File: config.mk
export PLATFORM = sky130hd
export DESIGN_NAME = ext_wdog_monitor
export DESIGN_NICKNAME = d
export VERILOG_FILES = /design/src/rtl/wdm_pkg.sv /design/src/rtl/wdm_regs.sv /design/src/rtl/wdm_keyseq.sv /design/src/rtl/wdm_wdcount.sv /design/src/rtl/wdm_sync.sv /design/src/rtl/ext_wdog_monitor.sv
export SDC_FILE = /design/constraint.sdc
export NUM_CORES = 1
export LEC_CHECK = 0
export ABC_AREA = 1
export BUFFER_PORTS_ARGS = -buffer_cell sky130_fd_sc_hd__buf_2
export CAP_MARGIN = 20
export CORE_UTILIZATION = 50
export CTS_BUF_LIST = sky130_fd_sc_hd__clkbuf_16
export DETAILED_ROUTE_END_ITERATION = 6
export PLACE_DENSITY_LB_ADDON = 0.25
export SYNTH_ARGS = -nofsm -noshare
export SYNTH_HDL_FRONTEND = slang
export SYNTH_SLANG_ARGS = --single-unit
File: constraint.sdc
create_clock -name clk -period 2 [get_ports clk]
set_clock_uncertainty 0.15 [all_clocks]
set_input_delay 0.2 -clock clk [delete_from_list [all_inputs] [get_ports clk]]
set_output_delay 0.2 -clock clk [all_outputs]
set_load 0.05 [all_outputs]
File: src/rtl/wdm_pkg.sv
package wdm_pkg;
    localparam int DATA_W = 8;

    localparam logic ADDR_CTRL = 1'b0;
    localparam logic ADDR_SERV = 1'b1;

    localparam logic [DATA_W-1:0] KEY_FIRST  = 8'hB4;
    localparam logic [DATA_W-1:0] KEY_SECOND = 8'h2C;

    localparam int CTL_EN   = 0;
    localparam int CTL_POL  = 1;
    localparam int CTL_INEN = 2;

    typedef enum logic [1:0] {
        KEY_OFF   = 2'd0,
        KEY_IDLE  = 2'd1,
        KEY_ARMED = 2'd2
    } key_state_e;

    typedef struct packed {
        logic inen;
        logic pol;
        logic en;
    } ctl_t;
endpackage

File: src/rtl/wdm_regs.sv
module wdm_regs
    import wdm_pkg::*;
(
    input  logic              clk,
    input  logic              rst_n,
    input  logic              wr_en,
    input  logic              wr_addr,
    input  logic [DATA_W-1:0] wr_data,
    input  logic              rd_addr,
    output logic [DATA_W-1:0] rd_data,
    output ctl_t              ctl,
    output logic              serv_wr,
    output logic [DATA_W-1:0] serv_data
);
    logic ctl_wr;
    logic en_lock;

    assign ctl_wr    = wr_en && (wr_addr == ADDR_CTRL);
    assign serv_wr   = wr_en && (wr_addr == ADDR_SERV);
    assign serv_data = wr_data;

    always_ff @(posedge clk or negedge rst_n) begin
        if (!rst_n) begin
            ctl     <= '0;
            en_lock <= 1'b0;
        end else if (ctl_wr) begin
            ctl.pol  <= wr_data[CTL_POL];
            ctl.inen <= wr_data[CTL_INEN];
            ctl.en   <= en_lock ? (ctl.en & wr_data[CTL_EN]) : wr_data[CTL_EN];
            en_lock  <= 1'b1;
        end
    end

    always_comb begin
        rd_data = '0;
        if (rd_addr == ADDR_CTRL) begin
            rd_data[CTL_EN]   = ctl.en;
            rd_data[CTL_POL]  = ctl.pol;
            rd_data[CTL_INEN] = ctl.inen;
        end
    end


    en_no_reenable_chk: assert property (@(posedge clk) disable iff (!rst_n)
        (en_lock && !ctl.en) |=> !ctl.en);


    serv_reads_zero_chk: assert property (@(posedge clk) disable iff (!rst_n)
        (rd_addr == ADDR_SERV) |-> (rd_data == '0));
endmodule

File: src/rtl/wdm_keyseq.sv
module wdm_keyseq
    import wdm_pkg::*;
#(
    parameter int SERV_TIME = 256
) (
    input  logic              clk,
    input  logic              rst_n,
    input  logic              en,
    input  logic              serv_wr,
    input  logic [DATA_W-1:0] serv_data,
    output logic              key_ok,
    output logic              key_bad
);
    localparam int WIN_W = (SERV_TIME > 1) ? $clog2(SERV_TIME) : 1;
    localparam logic [WIN_W-1:0] WIN_LAST = WIN_W'(SERV_TIME - 1);

    key_state_e       state, nxt;
    logic [WIN_W-1:0] win_cnt;
    logic             win_last;
    logic             is_first, is_second;

    assign win_last  = (win_cnt == WIN_LAST);
    assign is_first  = (serv_data == KEY_FIRST);
    assign is_second = (serv_data == KEY_SECOND);

    // state register
    always_ff @(posedge clk or negedge rst_n) begin
        if (!rst_n) begin
            state   <= KEY_OFF;
            win_cnt <= '0;
        end else begin
            state   <= nxt;
            win_cnt <= (state == KEY_ARMED && nxt == KEY_ARMED) ? win_cnt + 1'b1 : '0;
        end
    end

    // next state
    always_comb begin
        nxt = state;
        unique case (state)
            KEY_OFF, KEY_IDLE: begin
                if (!en)                     nxt = KEY_OFF;
                else if (serv_wr && is_first) nxt = KEY_ARMED;
                else                         nxt = KEY_IDLE;
            end
            KEY_ARMED: begin
                if (!en)                      nxt = KEY_OFF;
                else if (serv_wr || win_last) nxt = KEY_IDLE;
            end
            default: nxt = KEY_OFF;
        endcase
    end

    // outputs
    always_comb begin
        key_ok  = 1'b0;
        key_bad = 1'b0;
        unique case (state)
            KEY_OFF, KEY_IDLE: begin
                key_bad = en && serv_wr && !is_first;
            end
            KEY_ARMED: begin
                key_ok  = en && serv_wr && is_second;
                key_bad = en && ((serv_wr && !is_second) || (!serv_wr && win_last));
            end
            default: ;
        endcase
    end


    win_range_chk: assert property (@(posedge clk) disable iff (!rst_n)
        (state == KEY_ARMED) |-> (win_cnt <= WIN_LAST));


    bad_return_chk: assert property (@(posedge clk) disable iff (!rst_n)
        key_bad |=> (state != KEY_ARMED));


    ok_return_chk: assert property (@(posedge clk) disable iff (!rst_n)
        key_ok |=> (state == KEY_IDLE));
endmodule

File: src/rtl/wdm_wdcount.sv
module wdm_wdcount #(
    parameter int TIMEOUT_CYC = 1024
) (
    input  logic clk,
    input  logic rst_n,
    input  logic en,
    input  logic key_ok,
    input  logic key_bad,
    output logic fault_lat
);
    localparam int CNT_W = (TIMEOUT_CYC > 1) ? $clog2(TIMEOUT_CYC) : 1;
    localparam logic [CNT_W-1:0] CNT_LAST = CNT_W'(TIMEOUT_CYC - 1);

    logic [CNT_W-1:0] cnt;
    logic             expired;

    assign expired = (cnt == CNT_LAST);

    always_ff @(posedge clk or negedge rst_n) begin
        if (!rst_n) begin
            cnt       <= '0;
            fault_lat <= 1'b0;
        end else if (!en) begin
            cnt       <= '0;
            fault_lat <= 1'b0;
        end else if (key_ok) begin
            cnt       <= '0;
            fault_lat <= 1'b0;
        end else begin
            if (key_bad || expired) fault_lat <= 1'b1;
            if (!expired)           cnt <= cnt + 1'b1;
        end
    end


    cnt_range_chk: assert property (@(posedge clk) disable iff (!rst_n)
        cnt <= CNT_LAST);


    fault_hold_chk: assert property (@(posedge clk) disable iff (!rst_n)
        (en && fault_lat && !key_ok) |=> fault_lat);


    en_rise_clear_chk: assert property (@(posedge clk) disable iff (!rst_n)
        $rose(en) |-> (cnt == '0 && !fault_lat));
endmodule

File: src/rtl/wdm_sync.sv
module wdm_sync #(
    parameter int STAGES = 2
) (
    input  logic clk,
    input  logic rst_n,
    input  logic d,
    output logic q
);
    logic [STAGES-1:0] chain;

    always_ff @(posedge clk or negedge rst_n) begin
        if (!rst_n) chain[0] <= 1'b0;
        else        chain[0] <= d;
    end

    generate
        for (genvar i = 1; i < STAGES; i++) begin : g_stage
            always_ff @(posedge clk or negedge rst_n) begin
                if (!rst_n) chain[i] <= 1'b0;
                else        chain[i] <= chain[i-1];
            end
        end
    endgenerate

    assign q = chain[STAGES-1];
endmodule

File: src/rtl/ext_wdog_monitor.sv
module ext_wdog_monitor
    import wdm_pkg::*;
#(
    parameter int TIMEOUT_CYC = 1024,
    parameter int SERV_TIME   = 256,
    parameter int SYNC_STAGES = 2
) (
    input  logic       clk,
    input  logic       rst_n,
    input  logic       wr_en,
    input  logic       wr_addr,
    input  logic [7:0] wr_data,
    input  logic       rd_addr,
    output logic [7:0] rd_data,
    input  logic       ext_fault_in,
    output logic       fault_out
);
    ctl_t              ctl;
    logic              serv_wr;
    logic [DATA_W-1:0] serv_data;
    logic              key_ok, key_bad;
    logic              fault_lat;
    logic              ext_s;
    logic              ext_active;

    wdm_regs u_regs (
        .clk       (clk),
        .rst_n     (rst_n),
        .wr_en     (wr_en),
        .wr_addr   (wr_addr),
        .wr_data   (wr_data),
        .rd_addr   (rd_addr),
        .rd_data   (rd_data),
        .ctl       (ctl),
        .serv_wr   (serv_wr),
        .serv_data (serv_data)
    );

    wdm_keyseq #(.SERV_TIME(SERV_TIME)) u_key (
        .clk       (clk),
        .rst_n     (rst_n),
        .en        (ctl.en),
        .serv_wr   (serv_wr),
        .serv_data (serv_data),
        .key_ok    (key_ok),
        .key_bad   (key_bad)
    );

    wdm_wdcount #(.TIMEOUT_CYC(TIMEOUT_CYC)) u_cnt (
        .clk       (clk),
        .rst_n     (rst_n),
        .en        (ctl.en),
        .key_ok    (key_ok),
        .key_bad   (key_bad),
        .fault_lat (fault_lat)
    );

    wdm_sync #(.STAGES(SYNC_STAGES)) u_sync (
        .clk   (clk),
        .rst_n (rst_n),
        .d     (ext_fault_in),
        .q     (ext_s)
    );

    assign ext_active = ctl.inen && (ext_s == ctl.pol);
    assign fault_out  = ctl.en && (fault_lat || ext_active);


    off_quiet_chk: assert property (@(posedge clk) disable iff (!rst_n)
        $fell(ctl.en) |-> !fault_out);
endmodule

**Word level (Yosys, flattened, before mapping)**

Index checks and enable logic that the tools add are counted.

- $add $sub $neg: 2
- Eq/ne operators: 10
- Mux-type cells: 16
- Bitwise operators: 2
- Reductions and logical operators: 21

Operator list:

| kind | count |
|---|---|
| 10-bit 2-to-1 mux | 3 |
| 8-bit == test (second input constant) | 2 |
| 1-bit logical AND | 12 |
| 10-bit by 1-bit adder with 10-bit output (second input constant) | 1 |
| 10-bit == test (second input constant) | 1 |
| 8-bit by 1-bit adder with 8-bit output (second input constant) | 1 |
| 8-bit by 6-bit == test with 1-bit output (second input constant) | 1 |
| 2-bit 2-to-1 mux | 4 |
| 8-bit 2-to-1 mux | 1 |
| 1-bit 2-to-1 mux | 5 |
| 2-bit == test (second input constant) | 2 |
| 1-bit logical OR | 4 |
| 2-bit one-hot mux with 2 select lines | 1 |
| 1-bit zero test | 3 |
| 3-bit 2-to-1 mux | 1 |
| 3-bit by 2-bit != test with 1-bit output (second input constant) | 1 |
| 3-bit != test (second input constant) | 1 |
| 2-bit by 1-bit == test with 1-bit output (second input constant) | 1 |
| 2-bit zero test | 1 |
| 1-bit one-hot mux with 2 select lines | 1 |
| 2-bit OR reduction | 1 |
| 1-bit AND | 1 |
| 1-bit == test | 1 |
| 1-bit NOT | 1 |

- Flip-flop bits (word level): 27
- Input port bits: 14
- Output and inout port bits: 9
- Word-level logic and storage cells: 61

**Logic depth before layout (Yosys ltp)**

- Depth after elaboration: 10
- Depth in mapped cells: 9
- Gate-level depth less buffers: 9

**Cells and area by module**

Synthesis repeated with hierarchy kept, for this count alone.

- Cell total of the unflattened synthesis: 230
- Area, all modules: 1702.9 sq um

By module, submodules not included:

| module | times used | cells an instance | area an instance (sq um) | sequential area each (sq um) |
|---|---|---|---|---|
| wdm_wdcount | 1 | 88 | 669.4 | 275.3 |
| wdm_keyseq | 1 | 91 | 640.6 | 250.2 |
| wdm_regs | 1 | 41 | 301.5 | 100.1 |
| wdm_sync | 1 | 2 | 50.0 | 50.0 |
| ext_wdog_monitor | 1 | 8 | 41.3 | 0.0 |

**Least setup slack after synthesis**

OpenSTA, ideal clock, no wires.

- Path type: reg-to-output
- From: register u_sync.chain[1], in the netlist u_sync.q
- To: output fault_out
- Arrival time: 1.323 ns
- Data required time: 1.650 ns
- Path slack: 0.327 ns
- Stages on the path, launching flop included: 4
- Buffers on the path: 0
- Cell sequence: dfrtp_1 > a21oi_1 > o21ai_0 > a21oi_1

- Cells in the longest elaborated chain, start to end: 4

Ends and longest elaborated chain:

| element | line | source |
|---|---|---|
| start: declaration | wdm_sync.sv:9 | `logic [STAGES-1:0] chain;` |
| start signal: indexed assignment | wdm_sync.sv:20 | `else chain[i] <= chain[i-1];` |
| 1-bit == test | ext_wdog_monitor.sv:65 | `assign ext_active = ctl.inen && (ext_s == ctl.pol);` |
| 1-bit logical AND | ext_wdog_monitor.sv:65 |  |
| 1-bit logical OR | ext_wdog_monitor.sv:66 | `assign fault_out = ctl.en && (fault_lat \|\| ext_active);` |
| 1-bit logical AND | ext_wdog_monitor.sv:66 |  |
| end: declaration | ext_wdog_monitor.sv:16 | `output logic fault_out` |

No other way between the ends.

**Worst setup path after layout**

- From: register u_cnt.cnt[0]
- To: register u_cnt.cnt[6]

- Cells in the longest elaborated chain, start to end: 4
- Elaborated cells between the ends (all ways): 6
- Those cells by class: 1 x add/sub; 2 x eq/ne; 3 x mux

Ends and longest elaborated chain:

| element | line | source |
|---|---|---|
| start: declaration | wdm_wdcount.sv:14 | `logic [CNT_W-1:0] cnt;` |
| start signal: assignment | wdm_wdcount.sv:31 | `if (!expired) cnt <= cnt + 1'b1;` |
| 10-bit by 1-bit adder with 10-bit output | wdm_wdcount.sv:31 |  |
| 10-bit 2-to-1 mux | wdm_wdcount.sv:31 |  |
| 10-bit 2-to-1 mux | wdm_wdcount.sv:26 | `end else if (key_ok) begin` |
| 10-bit 2-to-1 mux | wdm_wdcount.sv:23 | `end else if (!en) begin` |

Several ways; a longest one is shown, not always the timed one. The select of a mux whose other input is x is not followed.
A chain may end at the register's enable or synchronous reset.

==> results.py <==
metrics = {
    "power": {
        "p_leak_nw": 0.763,
        "irDropWorstVdd_v": 0.000456,
        "power.density_mw_per_mm2": 660,
        "p_total_mw": 1.09,
    },
    "route": {
        "drc_errors": 0,
        "via_count": 1209,
        "wl_per_cell_um": 11.5,
        "vias_per_cell": 5.12,
        "wirelength_um": 2720,
        "detail-route-antenna-nets": 0,
        "drt_first_pass_iters": 6,
        "drt_iter0_drc": 67,
    },
    "critical_path": {
        "rrSetupSlack_ps": 320,
        "critPathLaunchType": "flip-flop",
        "r2r_cells": 7,
        "worstPathRequired_ps": 2020,
        "crit_type": "flip-flop to flip-flop",
        "critPathBufInv": 0,
        "cp_slowest_stage_delay_ps": 400,
        "cp_cell_sequence": "ha_1 -> nand2_1 -> nor2_1 -> nand3_2 -> nand2_1 -> nor2_1 -> nor3_1",
        "end_kind": "flip-flop",
        "regToRegEndpoint": "u_cnt.cnt[6]$_DFFE_PN0P_",
        "cp_max_fo": 9,
        "cp_top_family": "simple AND/OR/NAND/NOR gates",
        "worst_ep_arrival_time_ps": 1710,
        "cpMaxStageDelayCell": "dfrtp_1",
        "r2r-start": "u_cnt.cnt[0]$_DFFE_PN0P_",
    },
    "worst_hold_path": {
        "hold_path_end": "u_regs.ctl[1]$_DFFE_PN0P_",
        "hold_start": "wr_data[1]",
        "hold_path_class": "input pin to flip-flop",
        "whs_path_depth": 3,
    },
    "sta": {
        "rsz0062_at_grt": "no",
        "fin_crit_sh_pct": 84.2,
        "drv_slew": 0,
        "hold_viol": 0,
        "setup_viol": 0,
        "whs_ps": 30.7,
        "fmax_mhz": 594,
        "finalWorstSetupSlack_ps": 315,
        "period_minus_slack_ps": 1680,
        "relSlewSlack_pct": 59.6,
        "worst_pin_slew_ps": 606,
        "finalSetupTns_ps": 0,
    },
    "final_layout": {
        "drive_above_1_share_pct": 15.1,
        "regArea_um2": 676,
        "final_nets": 222,
        "multi_input_area_um2": 657,
        "diodes": 0,
        "fin_util_pct": 59.9,
        "fill_cells": 255,
        "area_growth_pct": 13.8,
    },
    "clocking": {
        "clk_latency_ps": 260,
        "tritoncts": "done",
        "cts_sinks": 27,
        "ctsLongestPathBuffers": 2,
        "post_cts_buffers": 0,
        "clk_pin_slew_ps": 60,
        "htreeDepth": 1,
        "cts_buffers": 3,
        "cts_root_buffer": "clkbuf_16",
    },
    "yosys": {
        "synthCells": 183,
        "synth_top_area_cell": "dfrtp_1",
        "ys_top_cells_by_area": "dfrtp_1, nand2_1, nor2_1",
        "synth_top_cell_area_share_pct": 46.5,
        "ys.warnings.count": 0,
        "avgSynthCellArea_um2": 7.94,
        "ys_seq_area_share_pct": 46.5,
        "netlist_area_mm2": 0.00145,
        "ys_seq_elements": 27,
        "ys_types": 25,
    },
    "grt": {
        "antenna_found_initial": 0,
        "grt.overflow.total": 0,
        "grt.total_usage_pct": 19.4,
        "grt_max_degree": 28,
        "grt_pass1_vias": 1100,
        "grt_pass1_wl_um": 4740,
    },
    "floorplanning": {
        "core_area_mm2": 0.00276,
        "die_area_mm2": 0.00312,
        "die-width_um": 55.9,
        "die_y_um": 55.9,
        "start_util_pct": 52.7,
        "num_rows": 19,
        "pin_count": 23,
    },
    "run_status": {
        "status": "completed",
    },
    "place": {
        "io_buffers": 17,
        "pre_cts_ws_ps": 332,
        "place_congestion": 0.831,
        "dp_hpwl_um": 1960,
    },
    "run": {
        "cap_violations": 0,
    },
}
==> power breakdown <==
part           internal, mW  total, mW  switching, mW
Combinational        0.0219     0.0914         0.0696
Sequential            0.553      0.556        0.00253
Clock                 0.267      0.443          0.176
Total                 0.843       1.09          0.248
==> worst register-to-register path: stages (launching register included) <==
cell and delay (ps):
dfrtp_1 400, ha_1 210, nand2_1 80, nor2_1 210
nand3_2 210, nand2_1 120, nor2_1 50, nor3_1 170
==> cell usage after synthesis <==
cell	number
dfrtp_1	27
nor2_4	1
nor2_1	34
buf_4	5
xor2_1	2
a21oi_1	8
nor3_1	8
inv_2	1
nor3_2	2
nor3b_2	3
nand3_1	8
nand3_4	1
nand4_1	4
or2_2	1
ha_1	2
nor3_4	1
nor3b_1	1
inv_1	25
o211ai_1	2
nand3_2	1
nor4_1	1
o21ai_0	5
conb_1	1
o31ai_1	1
nand2_1	38
==> registers in the layout, summed over array words and instances, names as in the netlist <==
signal           cells
u_sync.chain         1
u_regs.ctl           3
u_regs.en_lock       1
u_key.win_cnt        8
u_cnt.cnt           10
u_sync.q             1
u_cnt.fault_lat      1
u_key.state          2
==> cells in the final DEF (no fill, tap or decap), drive strengths merged <==
cell,n
o21ai,5
clkbuf,3
dlygate4sd3,2
nor3,11
dfrtp,27
nor4,1
xor2,2
nor3b,4
conb,5
nor2,35
o211ai,2
o31ai,1
nand4,4
buf,17
nand3,10
ha,2
or2,1
inv,27
nand2,38
a21oi,8
==> stage by stage <==
stage | cells | cell area (µm²)
global route | 236 | 1650
CTS | 236 | 1650
floorplan | 187 | 1470
global placement | 230 | 1550
detailed placement | 230 | 1550
finish | 236 | 1650
==> layer usage <==
| metal | GRT usage [%] | vias up | wire length, µm |
|---|---|---|---|
| li1 | - | 618 | - |
| met1 | 24.6 | 551 | 1240 |
| met2 | 32.9 | 36 | 1310 |
| met3 | 4.65 | 4 | 131 |
| met4 | 6.27 | 0 | 43 |
| met5 | 0 | - | 0 |
==> kinds of logic after synthesis <==
family | share of synthesized area, %
compound gates | 6.03
xor+xnor | 1.21
fa+ha+maj | 1.72
buf+inv | 9.30
flops | 46.5
other cells | 0.258
simple gates | 35.0
==> final cells by class <==
| class | count | share of cell area [%] |
|---|---|---|
| Multi-Input combinational cell | 129 | 39.7 |
| Sequential cell | 27 | 40.9 |
| Clock buffer | 3 | 4.54 |
| Tap cell | 31 | 2.35 |
| Inverter | 26 | 5.90 |
| Timing Repair Buffer | 19 | 6.36 |
| Clock inverter | 1 | 0.227 |
==> timing repair <==
item | CTS | global route
resized for setup | 0 | 0
hold buffers | 2 | 0
hold endpoints to repair | 28 | 0
==> how the worst max path moves through the flow <==
| stage | from | endpoint | cells past startpoint |
|---|---|---|---|
| after floorplan | u_sync.q$_DFF_PN0_ | fault_out | 3 |
| after global placement | u_cnt.cnt[0]$_DFFE_PN0P_ | u_cnt.cnt[5]$_DFFE_PN0P_ | 7 |
| after detailed placement | u_cnt.cnt[0]$_DFFE_PN0P_ | u_cnt.cnt[1]$_DFFE_PN0P_ | 7 |
| after CTS | u_cnt.cnt[0]$_DFFE_PN0P_ | u_cnt.cnt[1]$_DFFE_PN0P_ | 7 |
| after global routing | u_cnt.cnt[0]$_DFFE_PN0P_ | u_cnt.cnt[1]$_DFFE_PN0P_ | 7 |
| final | u_cnt.cnt[0]$_DFFE_PN0P_ | u_cnt.cnt[6]$_DFFE_PN0P_ | 7 |
No activity file was read; power rests on OpenSTA's default activity.
